[src/rtl/flash_rd_pkg.sv]
package flash_rd_pkg;

  localparam int CELL_BITS  = 3;
  localparam int NUM_STATES = 1 << CELL_BITS;
  localparam int NUM_REFS   = NUM_STATES - 1;
  localparam int STATE_W    = CELL_BITS;
  localparam int REF_W      = $clog2(NUM_REFS);
  localparam int CNT_W      = $clog2(NUM_REFS + 1);
  localparam int POS_W      = $clog2(CELL_BITS);

  typedef enum logic [1:0] {
    PAGE_MSB = 2'd0,
    PAGE_CSB = 2'd1,
    PAGE_LSB = 2'd2,
    PAGE_ALT = 2'd3
  } page_e;

  typedef enum logic {
    SEQ_IDLE  = 1'b0,
    SEQ_ISSUE = 1'b1
  } seq_e;

  // Gray label {MSB,CSB,LSB} of a charge state under either labeling
  function automatic logic [CELL_BITS-1:0] state_label(input logic lab_b,
                                                       input logic [STATE_W-1:0] st);
    logic [CELL_BITS-1:0] v;
    if (!lab_b) begin
      case (st)
        3'd0:    v = 3'b111;
        3'd1:    v = 3'b110;
        3'd2:    v = 3'b100;
        3'd3:    v = 3'b000;
        3'd4:    v = 3'b010;
        3'd5:    v = 3'b011;
        3'd6:    v = 3'b001;
        default: v = 3'b101;
      endcase
    end else begin
      case (st)
        3'd0:    v = 3'b111;
        3'd1:    v = 3'b110;
        3'd2:    v = 3'b100;
        3'd3:    v = 3'b101;
        3'd4:    v = 3'b001;
        3'd5:    v = 3'b000;
        3'd6:    v = 3'b010;
        default: v = 3'b011;
      endcase
    end
    return v;
  endfunction

  function automatic logic pick_bit(input logic [CELL_BITS-1:0] lbl,
                                    input logic [POS_W-1:0] pos);
    logic b;
    case (pos)
      2'd2:    b = lbl[2];
      2'd1:    b = lbl[1];
      default: b = lbl[0];
    endcase
    return b;
  endfunction

  // Page select to label bit position (MSB is the top bit)
  function automatic logic [POS_W-1:0] page_to_pos(input logic [1:0] pg);
    logic [POS_W-1:0] p;
    case (pg)
      PAGE_MSB: p = 2'd2;
      PAGE_CSB: p = 2'd1;
      default:  p = 2'd0;
    endcase
    return p;
  endfunction

endpackage

[src/rtl/frs_mask_gen.sv]
module frs_mask_gen
  import flash_rd_pkg::*;
(
  input  logic                lab_b,
  input  logic [POS_W-1:0]    page_pos,
  input  logic                cell_mode,
  output logic [NUM_REFS-1:0] need_mask
);

  // A reference is needed where the page bit flips across it
  for (genvar gi = 0; gi < NUM_REFS; gi++) begin : g_ref
    logic [CELL_BITS-1:0] lo_lbl;
    logic [CELL_BITS-1:0] hi_lbl;
    assign lo_lbl = state_label(lab_b, STATE_W'(gi));
    assign hi_lbl = state_label(lab_b, STATE_W'(gi + 1));
    assign need_mask[gi] = cell_mode |
                           (pick_bit(lo_lbl, page_pos) ^ pick_bit(hi_lbl, page_pos));
  end

endmodule

[src/rtl/frs_lowest_pick.sv]
module frs_lowest_pick #(
  parameter int WIDTH = 7
) (
  input  logic [WIDTH-1:0]         pend,
  output logic [$clog2(WIDTH)-1:0] idx
);

  localparam int IDX_W = $clog2(WIDTH);

  // Scan downward so the lowest set bit wins
  always_comb begin
    idx = '0;
    for (int i = WIDTH - 1; i >= 0; i--) begin
      if (pend[i]) idx = IDX_W'(i);
    end
  end

endmodule

[src/rtl/frs_resolve.sv]
module frs_resolve
  import flash_rd_pkg::*;
(
  input  logic                 lab_b,
  input  logic [POS_W-1:0]     page_pos,
  input  logic                 cell_mode,
  input  logic [STATE_W-1:0]   off_cnt,
  output logic                 page_bit,
  output logic [STATE_W-1:0]   state,
  output logic [CELL_BITS-1:0] bits
);

  logic [CELL_BITS-1:0] base_lbl;
  logic [CELL_BITS-1:0] cell_lbl;

  assign base_lbl = state_label(lab_b, '0);
  assign cell_lbl = state_label(lab_b, off_cnt);

  always_comb begin
    if (cell_mode) begin
      page_bit = pick_bit(cell_lbl, page_pos);
      state    = off_cnt;
      bits     = cell_lbl;
    end else begin
      // every crossed boundary of this page flips its bit once
      page_bit = pick_bit(base_lbl, page_pos) ^ off_cnt[0];
      state    = '0;
      bits     = '0;
    end
  end

endmodule

[src/rtl/flash_ref_seq.sv]
module flash_ref_seq
  import flash_rd_pkg::*;
(
  input  logic                 clk,
  input  logic                 rst_n,
  input  logic                 rd_start,
  input  logic [1:0]           rd_page,
  input  logic                 rd_cellwise,
  input  logic                 rd_label_b,
  output logic                 ref_req,
  output logic [REF_W-1:0]     ref_idx,
  input  logic                 ref_ack,
  input  logic                 cell_on,
  output logic                 busy,
  output logic                 res_valid,
  output logic                 res_page_bit,
  output logic [STATE_W-1:0]   res_state,
  output logic [CELL_BITS-1:0] res_bits,
  output logic [CNT_W-1:0]     res_ref_cnt
);

  seq_e                 st_q, st_d;
  logic [NUM_REFS-1:0]  pend_q, pend_d;
  logic [CNT_W-1:0]     off_q, off_d;
  logic [CNT_W-1:0]     used_q, used_d;
  logic                 lab_q, cell_q;
  logic [POS_W-1:0]     pos_q;
  logic                 cfg_en;
  logic                 fin;

  logic [NUM_REFS-1:0]  start_mask;
  logic [NUM_REFS-1:0]  pick_onehot;
  logic [REF_W-1:0]     pick_idx;

  logic                 rv_page_bit;
  logic [STATE_W-1:0]   rv_state;
  logic [CELL_BITS-1:0] rv_bits;

  frs_mask_gen u_mask (
    .lab_b     (rd_label_b),
    .page_pos  (page_to_pos(rd_page)),
    .cell_mode (rd_cellwise),
    .need_mask (start_mask)
  );

  frs_lowest_pick #(.WIDTH(NUM_REFS)) u_pick (
    .pend (pend_q),
    .idx  (pick_idx)
  );

  frs_resolve u_res (
    .lab_b     (lab_q),
    .page_pos  (pos_q),
    .cell_mode (cell_q),
    .off_cnt   (STATE_W'(off_d)),
    .page_bit  (rv_page_bit),
    .state     (rv_state),
    .bits      (rv_bits)
  );

  assign pick_onehot = NUM_REFS'(1) << pick_idx;
  assign ref_req     = (st_q == SEQ_ISSUE);
  assign ref_idx     = pick_idx;
  assign busy        = (st_q != SEQ_IDLE);

  // next-state logic
  always_comb begin
    st_d   = st_q;
    pend_d = pend_q;
    off_d  = off_q;
    used_d = used_q;
    cfg_en = 1'b0;
    fin    = 1'b0;
    case (st_q)
      SEQ_IDLE: begin
        if (rd_start) begin
          st_d   = SEQ_ISSUE;
          pend_d = start_mask;
          off_d  = '0;
          used_d = '0;
          cfg_en = 1'b1;
        end
      end
      SEQ_ISSUE: begin
        if (ref_ack) begin
          pend_d = pend_q & ~pick_onehot;
          off_d  = off_q + {{(CNT_W-1){1'b0}}, ~cell_on};
          used_d = used_q + CNT_W'(1);
          if (pend_d == '0) begin
            fin  = 1'b1;
            st_d = SEQ_IDLE;
          end
        end
      end
      default: st_d = SEQ_IDLE;
    endcase
  end

  // sequencing registers
  always_ff @(posedge clk or negedge rst_n) begin
    if (!rst_n) begin
      st_q   <= SEQ_IDLE;
      pend_q <= '0;
      off_q  <= '0;
      used_q <= '0;
    end else begin
      st_q   <= st_d;
      pend_q <= pend_d;
      off_q  <= off_d;
      used_q <= used_d;
    end
  end

  // read configuration, captured at launch
  always_ff @(posedge clk or negedge rst_n) begin
    if (!rst_n) begin
      lab_q  <= 1'b0;
      cell_q <= 1'b0;
      pos_q  <= '0;
    end else if (cfg_en) begin
      lab_q  <= rd_label_b;
      cell_q <= rd_cellwise;
      pos_q  <= page_to_pos(rd_page);
    end
  end

  // result registers
  always_ff @(posedge clk or negedge rst_n) begin
    if (!rst_n) begin
      res_valid    <= 1'b0;
      res_page_bit <= 1'b0;
      res_state    <= '0;
      res_bits     <= '0;
      res_ref_cnt  <= '0;
    end else begin
      res_valid <= fin;
      if (fin) begin
        res_page_bit <= rv_page_bit;
        res_state    <= rv_state;
        res_bits     <= rv_bits;
        res_ref_cnt  <= used_d;
      end
    end
  end

  // ---------------- assertions ----------------
  p_req_hold_r2: assert property (@(posedge clk) disable iff (!rst_n)
    (ref_req && !ref_ack) |=> (ref_req && $stable(ref_idx)));

  p_idx_rise_r2: assert property (@(posedge clk) disable iff (!rst_n)
    (ref_req && ref_ack) |=> (!ref_req || (ref_idx > $past(ref_idx))));

  p_cell_seven_r3: assert property (@(posedge clk) disable iff (!rst_n)
    (res_valid && cell_q) |-> (res_ref_cnt == CNT_W'(NUM_REFS)));

  p_cnt_nonzero_r7: assert property (@(posedge clk) disable iff (!rst_n)
    res_valid |-> (res_ref_cnt != '0));

  p_busy_ignore_r8: assert property (@(posedge clk) disable iff (!rst_n)
    (busy && rd_start) |=> ($stable(lab_q) && $stable(pos_q) && $stable(cell_q)));

  p_valid_pulse_r9: assert property (@(posedge clk) disable iff (!rst_n)
    res_valid |=> !res_valid);

endmodule

[config.mk]
export PLATFORM = sky130hd
export DESIGN_NAME = flash_ref_seq
export DESIGN_NICKNAME = d
export VERILOG_FILES = /design/src/rtl/flash_rd_pkg.sv /design/src/rtl/frs_mask_gen.sv /design/src/rtl/frs_lowest_pick.sv /design/src/rtl/frs_resolve.sv /design/src/rtl/flash_ref_seq.sv
export SDC_FILE = /design/constraint.sdc
export NUM_CORES = 1
export LEC_CHECK = 0
export ABC_AREA = 1
export BUFFER_PORTS_ARGS = -buffer_cell sky130_fd_sc_hd__buf_2
export CORE_MARGIN = 2
export CORE_UTILIZATION = 35
export CTS_BUF_LIST = sky130_fd_sc_hd__clkbuf_4
export CTS_CLUSTER_SIZE = 10
export DETAILED_ROUTE_END_ITERATION = 10
export SLEW_MARGIN = 10
export SYNTH_ARGS = -nofsm -noshare
export SYNTH_HDL_FRONTEND = slang
export SYNTH_SLANG_ARGS = --single-unit
[constraint.sdc]
create_clock -name clk -period 3.5 [get_ports clk]
set_clock_uncertainty 0.05 [all_clocks]
set_input_delay 0.525 -clock clk [delete_from_list [all_inputs] [get_ports clk]]
set_output_delay 0.525 -clock clk [all_outputs]
set_load 0.05 [all_outputs]
Word-level counts from Yosys, hierarchy flattened
Cells that the tools add are included.
- input port bits: 9
- bits in registers: 29
- output and inout port bits: 16
- logic and storage cells: 97
- bitwise operators: 19
- equality and inequality tests: 13
- shift operators: 1
- reductions and logical operators: 5
- mux-type cells: 45
- add/sub/neg operators: 2
- operator list (operator ; number):
    $mux 3 ; 16
    $pmux 3 s7 ; 2
    $mux 7 ; 2
    $pmux 1 s2 ; 7
    $pmux 7 s2 ; 1
    $pmux 3 s2 ; 2
    $mux 1 ; 11
    $eq 3x3->1 const B ; 3
    $and 7x7->7 ; 1
    $logic_not 7->1 ; 1
    $not 7->7 ; 1
    $or 1x1->1 ; 7
    $shl 1x3->7 const A ; 1
    $xor 1x1->1 ; 7
    $eq 2x1->1 const B ; 3
    $eq 3x2->1 const B ; 2
    $mux 2 ; 3
    $eq 2x2->1 const B ; 2
    $ne 2x2->1 const B ; 2
    $pmux 2 s2 ; 1
    $add 3x1->3 ; 1
    $add 3x1->3 const B ; 1
    $eq 3x1->1 const B ; 1
    $logic_not 3->1 ; 1
    other kinds (4) ; 6

Longest topological paths before layout
- depth after elaboration: 14
- mapped depth: 18
- depth with buffers taken out: 18

Cells and area by module
Synthesis repeated with hierarchy kept, for this count alone.
- cell total of the unflattened synthesis: 263
- area, all modules: 1895.6 um^2
- by module, submodules not included (module ; area an instance (um^2) ; sequential area each (um^2) ; times used ; cells an instance):
    flash_ref_seq ; 1445.1 ; 725.7 ; 1 ; 164
    frs_resolve ; 198.9 ; 0.0 ; 1 ; 45
    frs_mask_gen ; 187.7 ; 0.0 ; 1 ; 39
    frs_lowest_pick ; 63.8 ; 0.0 ; 1 ; 15

Worst setup path after synthesis
Ideal clock, no wire load.
- path kind: input to register
- start point: input cell_on
- end point: register res_page_bit
- required time: 3328 ps
- cell stages on the path: 16
- arrival time: 1904 ps
- setup slack: 1424 ps
- path through: inv_1 -> ha_1 -> ha_1 -> inv_1 -> nand3_1 -> inv_1 -> nor2_2 -> nand2_1 -> nand2_1 -> nand2_1 -> nand3_1 -> nand3b_2 -> nor2_1 -> nor2_2 -> nand2_1 -> a21oi_1
- longest elaborated chain between the ends: 9
- RTL lines (element ; line ; source):
    from (decl) ; flash_ref_seq.sv:13 ; input logic cell_on,
    $not 1->1 (*) ; flash_ref_seq.sv:87 ; off_d = off_q + {{(CNT_W-1){1'b0}}, ~cell_on};
    $add 3x1->3 (*) ; flash_ref_seq.sv:87 ;
    $mux 3 (*) ; flash_ref_seq.sv:85 ; if (ref_ack) begin
    $pmux 3 s2 (*) ; flash_ref_seq.sv:74 ; case (st_q)
    $eq 3x3->1 (tied with other cells) ; flash_rd_pkg.sv:28, flash_rd_pkg.sv:39 ;
    $pmux 3 s7, on equally long branches ; flash_rd_pkg.sv:28, flash_rd_pkg.sv:39 ;
    $mux 3 ; flash_rd_pkg.sv:27 ; if (!lab_b) begin
    $pmux 1 s2 ; flash_rd_pkg.sv:56 ; case (pos)
    $mux 1 (*) ; frs_resolve.sv:20 ; if (cell_mode) begin
    to (signal assigned) ; flash_ref_seq.sv:138 ; res_page_bit <= rv_page_bit;
    to (decl) ; flash_ref_seq.sv:16 ; output logic res_page_bit,
Every way passes the cells marked *; elsewhere a longest branch is shown, timed or not.
A chain may end at the register's enable or synchronous reset.

Worst setup path after layout
- start point: register pend_q[2]
- end point: output ref_idx[2]
- longest elaborated chain between the ends: 3
- RTL lines (element ; line ; source):
    from (decl) ; flash_ref_seq.sv:23 ; logic [NUM_REFS-1:0] pend_q, pend_d;
    from (signal assigned) ; flash_ref_seq.sv:108 ; pend_q <= pend_d;
    $mux 3 (3 in series) ; frs_lowest_pick.sv:14 ; if (pend[i]) idx = IDX_W'(i);
    to (decl) ; flash_ref_seq.sv:11 ; output logic [REF_W-1:0] ref_idx,
Every way passes these cells.

==> impl_metrics.env <==
export IMPL_initial_utilization=0.365
export IMPL_ys_warn_count=0
export IMPL_drt_iter0_markers=77
export IMPL_gp_congestion=0.817
export IMPL_antenna_found_initial=0
export IMPL_crit_top_cell="nand2_1"
export IMPL_tightest_slew_ns=0.682
export IMPL_fmax_mhz=466
export IMPL_hold_viol=0
export IMPL_setup_viol=0
export IMPL_rows=25
export IMPL_fin_crit_ns=2.15
export IMPL_clock_latency_ns=0.34
export IMPL_port_buffers=24
export IMPL_postLayoutCellArea_mm2=0.00197
export IMPL_fin_nets=271
export IMPL_timing_final_crit_share=0.613
export IMPL_synthesis_area_mm2=0.00172
export IMPL_r2r_slack_ns=1.42
export IMPL_startpoint="pend_q[2]$_DFFE_PN0P_"
export IMPL_status="finished clean"
export IMPL_slowest_stage="dfrtp_1"
export IMPL_timing_slew_headroom=0.545
export IMPL_crit_fanout=4
export IMPL_clkPwrFrac=0.141
export IMPL_critPathCaptureType="primary output"
export IMPL_yosysUniqueCellTypes=27
export IMPL_wl_um=3720
export IMPL_max_stage_delay_ns=0.43
export IMPL_r2r_start="off_q[0]$_DFF_PN0_"
export IMPL_cts_resized=0
export IMPL_ys_dominant_reg_cell="dfrtp_1"
export IMPL_fillerInstances=488
export IMPL_cts_buffer_depth=2
export IMPL_async_flop_share=1.00
export IMPL_worst_r2r_cell_count=15
export IMPL_post_cts_buffers=0
export IMPL_overflow=0
export IMPL_path_cells="inv_2 > nand2_1 > a21oi_2 > nand2_1 > nor2_4 > buf_2"
export IMPL_die_h_um=74.2
export IMPL_crit_type="flop to primary output"
export IMPL_num_vias=1472
export IMPL_wl_per_cell_um=11.5
export IMPL_grt_usage=0.149
export IMPL_seq_area_frac_synth=0.421
export IMPL_die_area_mm2=0.00550
export IMPL_reg2reg_to="res_page_bit$_DFFE_PN0P_"
export IMPL_p_sw_w=0.00106
export IMPL_hp_class="primary input to async pin"
export IMPL_syn_inst=228
export IMPL_arrival_ns=1.57
export IMPL_start_kind="flop"
export IMPL_pre_cts_ws_ns=1.23
export IMPL_synth_edff_count=0
export IMPL_grt_max_degree=30
export IMPL_synth_avg_cell_area_um2=7.56
export IMPL_swShare=0.524
export IMPL_setup_tns_ns=0
export IMPL_p_seq_frac=0.284
export IMPL_ys_ff_latch=29
export IMPL_ir_worst_vdd_uv=398
export IMPL_drcViolationCount=0
export IMPL_required_ns=2.92
export IMPL_area_growth_pct=14.4
export IMPL_clkTransAtPathRegs_ns=0.11
export IMPL_hpwl_um=2670
export IMPL_htree_levels=2
export IMPL_cts_sinks=29
export IMPL_root_buffer="clkbuf_4"
export IMPL_rsz0062_at_grt="no"
export IMPL_powerDensity_mw_per_mm2=1020
export IMPL_internal_power_w=0.000959
export IMPL_grt_first_pass_wirelength_um=6240
export IMPL_cts_tree="built"
export IMPL_dr_pass1_iters=4
export IMPL_hold_buffers=0
export IMPL_setup_ws_ns=1.35
export IMPL_final_max_slew_viol_count=0
export IMPL_viasPerCell=4.54
export IMPL_ios=25
export IMPL_grt_pass1_vias=1341
export IMPL_syn_nets=243
export IMPL_cts_buffers=5
export IMPL_dieWidth_um=74.2
export IMPL_post_dp_cell_area_mm2=0.00189
export IMPL_drv_cap=0
export IMPL_postRouteAntennaNets=0
export IMPL_cp_endpoint="ref_idx[2]"
export IMPL_combPwrFrac=0.575
export IMPL_layout_drive_gt1_share=0.233
export IMPL_core_mm2=0.00472
export IMPL_p_leak_nw=1.08
export IMPL_insertedDiodeCount=0
cells in the final DEF, fill, tap and decap left out, types with 3 or more instances in the layout:
master    Yosys  final
nor2_2        3      3
o21ai_0      18     18
inv_2         8      8
nand2_1      73     73
nand2_2       7      7
clkbuf_4      0      6
inv_1        26     26
nand3_1      14     14
nor2_1       12     12
a21oi_1       8      8
buf_2         0     24
o21ai_1       4      4
dfrtp_1      29     29
ha_1          6      6
cell usage after synthesis, types with 2 or more instances:
| cell | n | share of area |
|---|---|---|
| nor2_1 | 12 | 0.026 |
| o221ai_1 | 2 | 0.010 |
| o21ai_1 | 4 | 0.012 |
| inv_1 | 26 | 0.057 |
| nand3_1 | 14 | 0.041 |
| nand2_2 | 7 | 0.025 |
| nand2_4 | 2 | 0.013 |
| o21ai_0 | 18 | 0.052 |
| nor2_4 | 2 | 0.013 |
| inv_2 | 8 | 0.017 |
| nand2_1 | 73 | 0.16 |
| a21oi_1 | 8 | 0.023 |
| ha_1 | 6 | 0.044 |
| nand3_2 | 2 | 0.012 |
| dfrtp_1 | 29 | 0.42 |
| nor2_2 | 3 | 0.011 |
| a31oi_1 | 2 | 0.0073 |
kinds of logic (layout without fill, tap and decap cells):
| logic type | Yosys count | after routing | share of synthesized area |
|---|---|---|---|
| AND/OR/NAND/NOR | 118 | 118 | 0.319 |
| buffers and inverters | 38 | 67 | 0.0965 |
| AO/OA/AOI/OAI | 37 | 37 | 0.120 |
| flip-flops | 29 | 29 | 0.421 |
| adder cells (fa/ha/maj) | 6 | 6 | 0.0435 |
metrics by stage:
stage	power, W	util	hold slack, ns	cells
after floorplan	0.00152	-	0.179	228
after global placement	0.00173	0.401	0.413	316
after detailed placement	0.00174	0.401	0.410	316
after CTS	0.00203	0.418	0.185	324
after global routing	0.00219	0.418	0.224	324
final	0.00202	0.418	0.160	324
flip-flops by register name (all words and copies together) (netlist names):
name	cells
res_bits	3
cell_q	1
used_q	3
res_valid	1
res_page_bit	1
pend_q	7
pos_q	2
res_state	3
res_ref_cnt	3
lab_q	1
off_q	3
busy	1
cell type report:
class / instances / area (µm²) / area share
timing repair buffer: 24 / 120 / 0.0609
inverter: 35 / 133 / 0.0672
sequential: 29 / 726 / 0.368
multi-input combinational: 161 / 832 / 0.422
clock inverter: 2 / 33.8 / 0.0171
tap: 67 / 83.8 / 0.0425
clock buffer: 6 / 45.0 / 0.0228
worst max-delay path: cells and delay by family, from the launching register on:
| kind | cells | cell delay (ns) |
|---|---|---|
| AO/OA/AOI/OAI | 1 | 0.16 |
| buffers and inverters | 2 | 0.35 |
| flip-flops | 1 | 0.43 |
| AND/OR/NAND/NOR | 3 | 0.31 |
layer usage:
layer / GRT usage / part of all wire / wire length, µm / vias to the layer above
li1: - / - / - / 784
met5: 0 / 0 / 0 / -
met3: 0.0488 / 0.046 / 170 / 5
met2: 0.230 / 0.43 / 1580 / 28
met4: 0.0364 / 0.011 / 42 / 0
met1: 0.205 / 0.52 / 1920 / 655
how the worst min path moves through the flow:
stage	startpoint	endpoint	slack, ns	cells past startpoint
floorplan	rst_n	busy$_DFF_PN0_	0.18	0
global placement	res_ref_cnt[1]$_DFFE_PN0P_	res_ref_cnt[1]$_DFFE_PN0P_	0.41	2
detailed placement	res_ref_cnt[2]$_DFFE_PN0P_	res_ref_cnt[2]$_DFFE_PN0P_	0.41	2
CTS	rst_n	res_state[1]$_DFFE_PN0P_	0.19	1
global route	rst_n	off_q[0]$_DFF_PN0_	0.22	1
finish	rst_n	res_state[1]$_DFFE_PN0P_	0.16	1
power groups by stage:
stage	registers, W	logic (W)	clock network, W
2_1_floorplan	0.000738	0.000781	0
6_report	0.000572	0.00116	0.000284
3_5_place_dp	0.000575	0.00116	0
4_1_cts	0.000570	0.00117	0.000287
3_3_place_gp	0.000573	0.00116	0
5_1_grt	0.000591	0.00130	0.000298
Note: power is estimated with default switching activity, not from simulation.
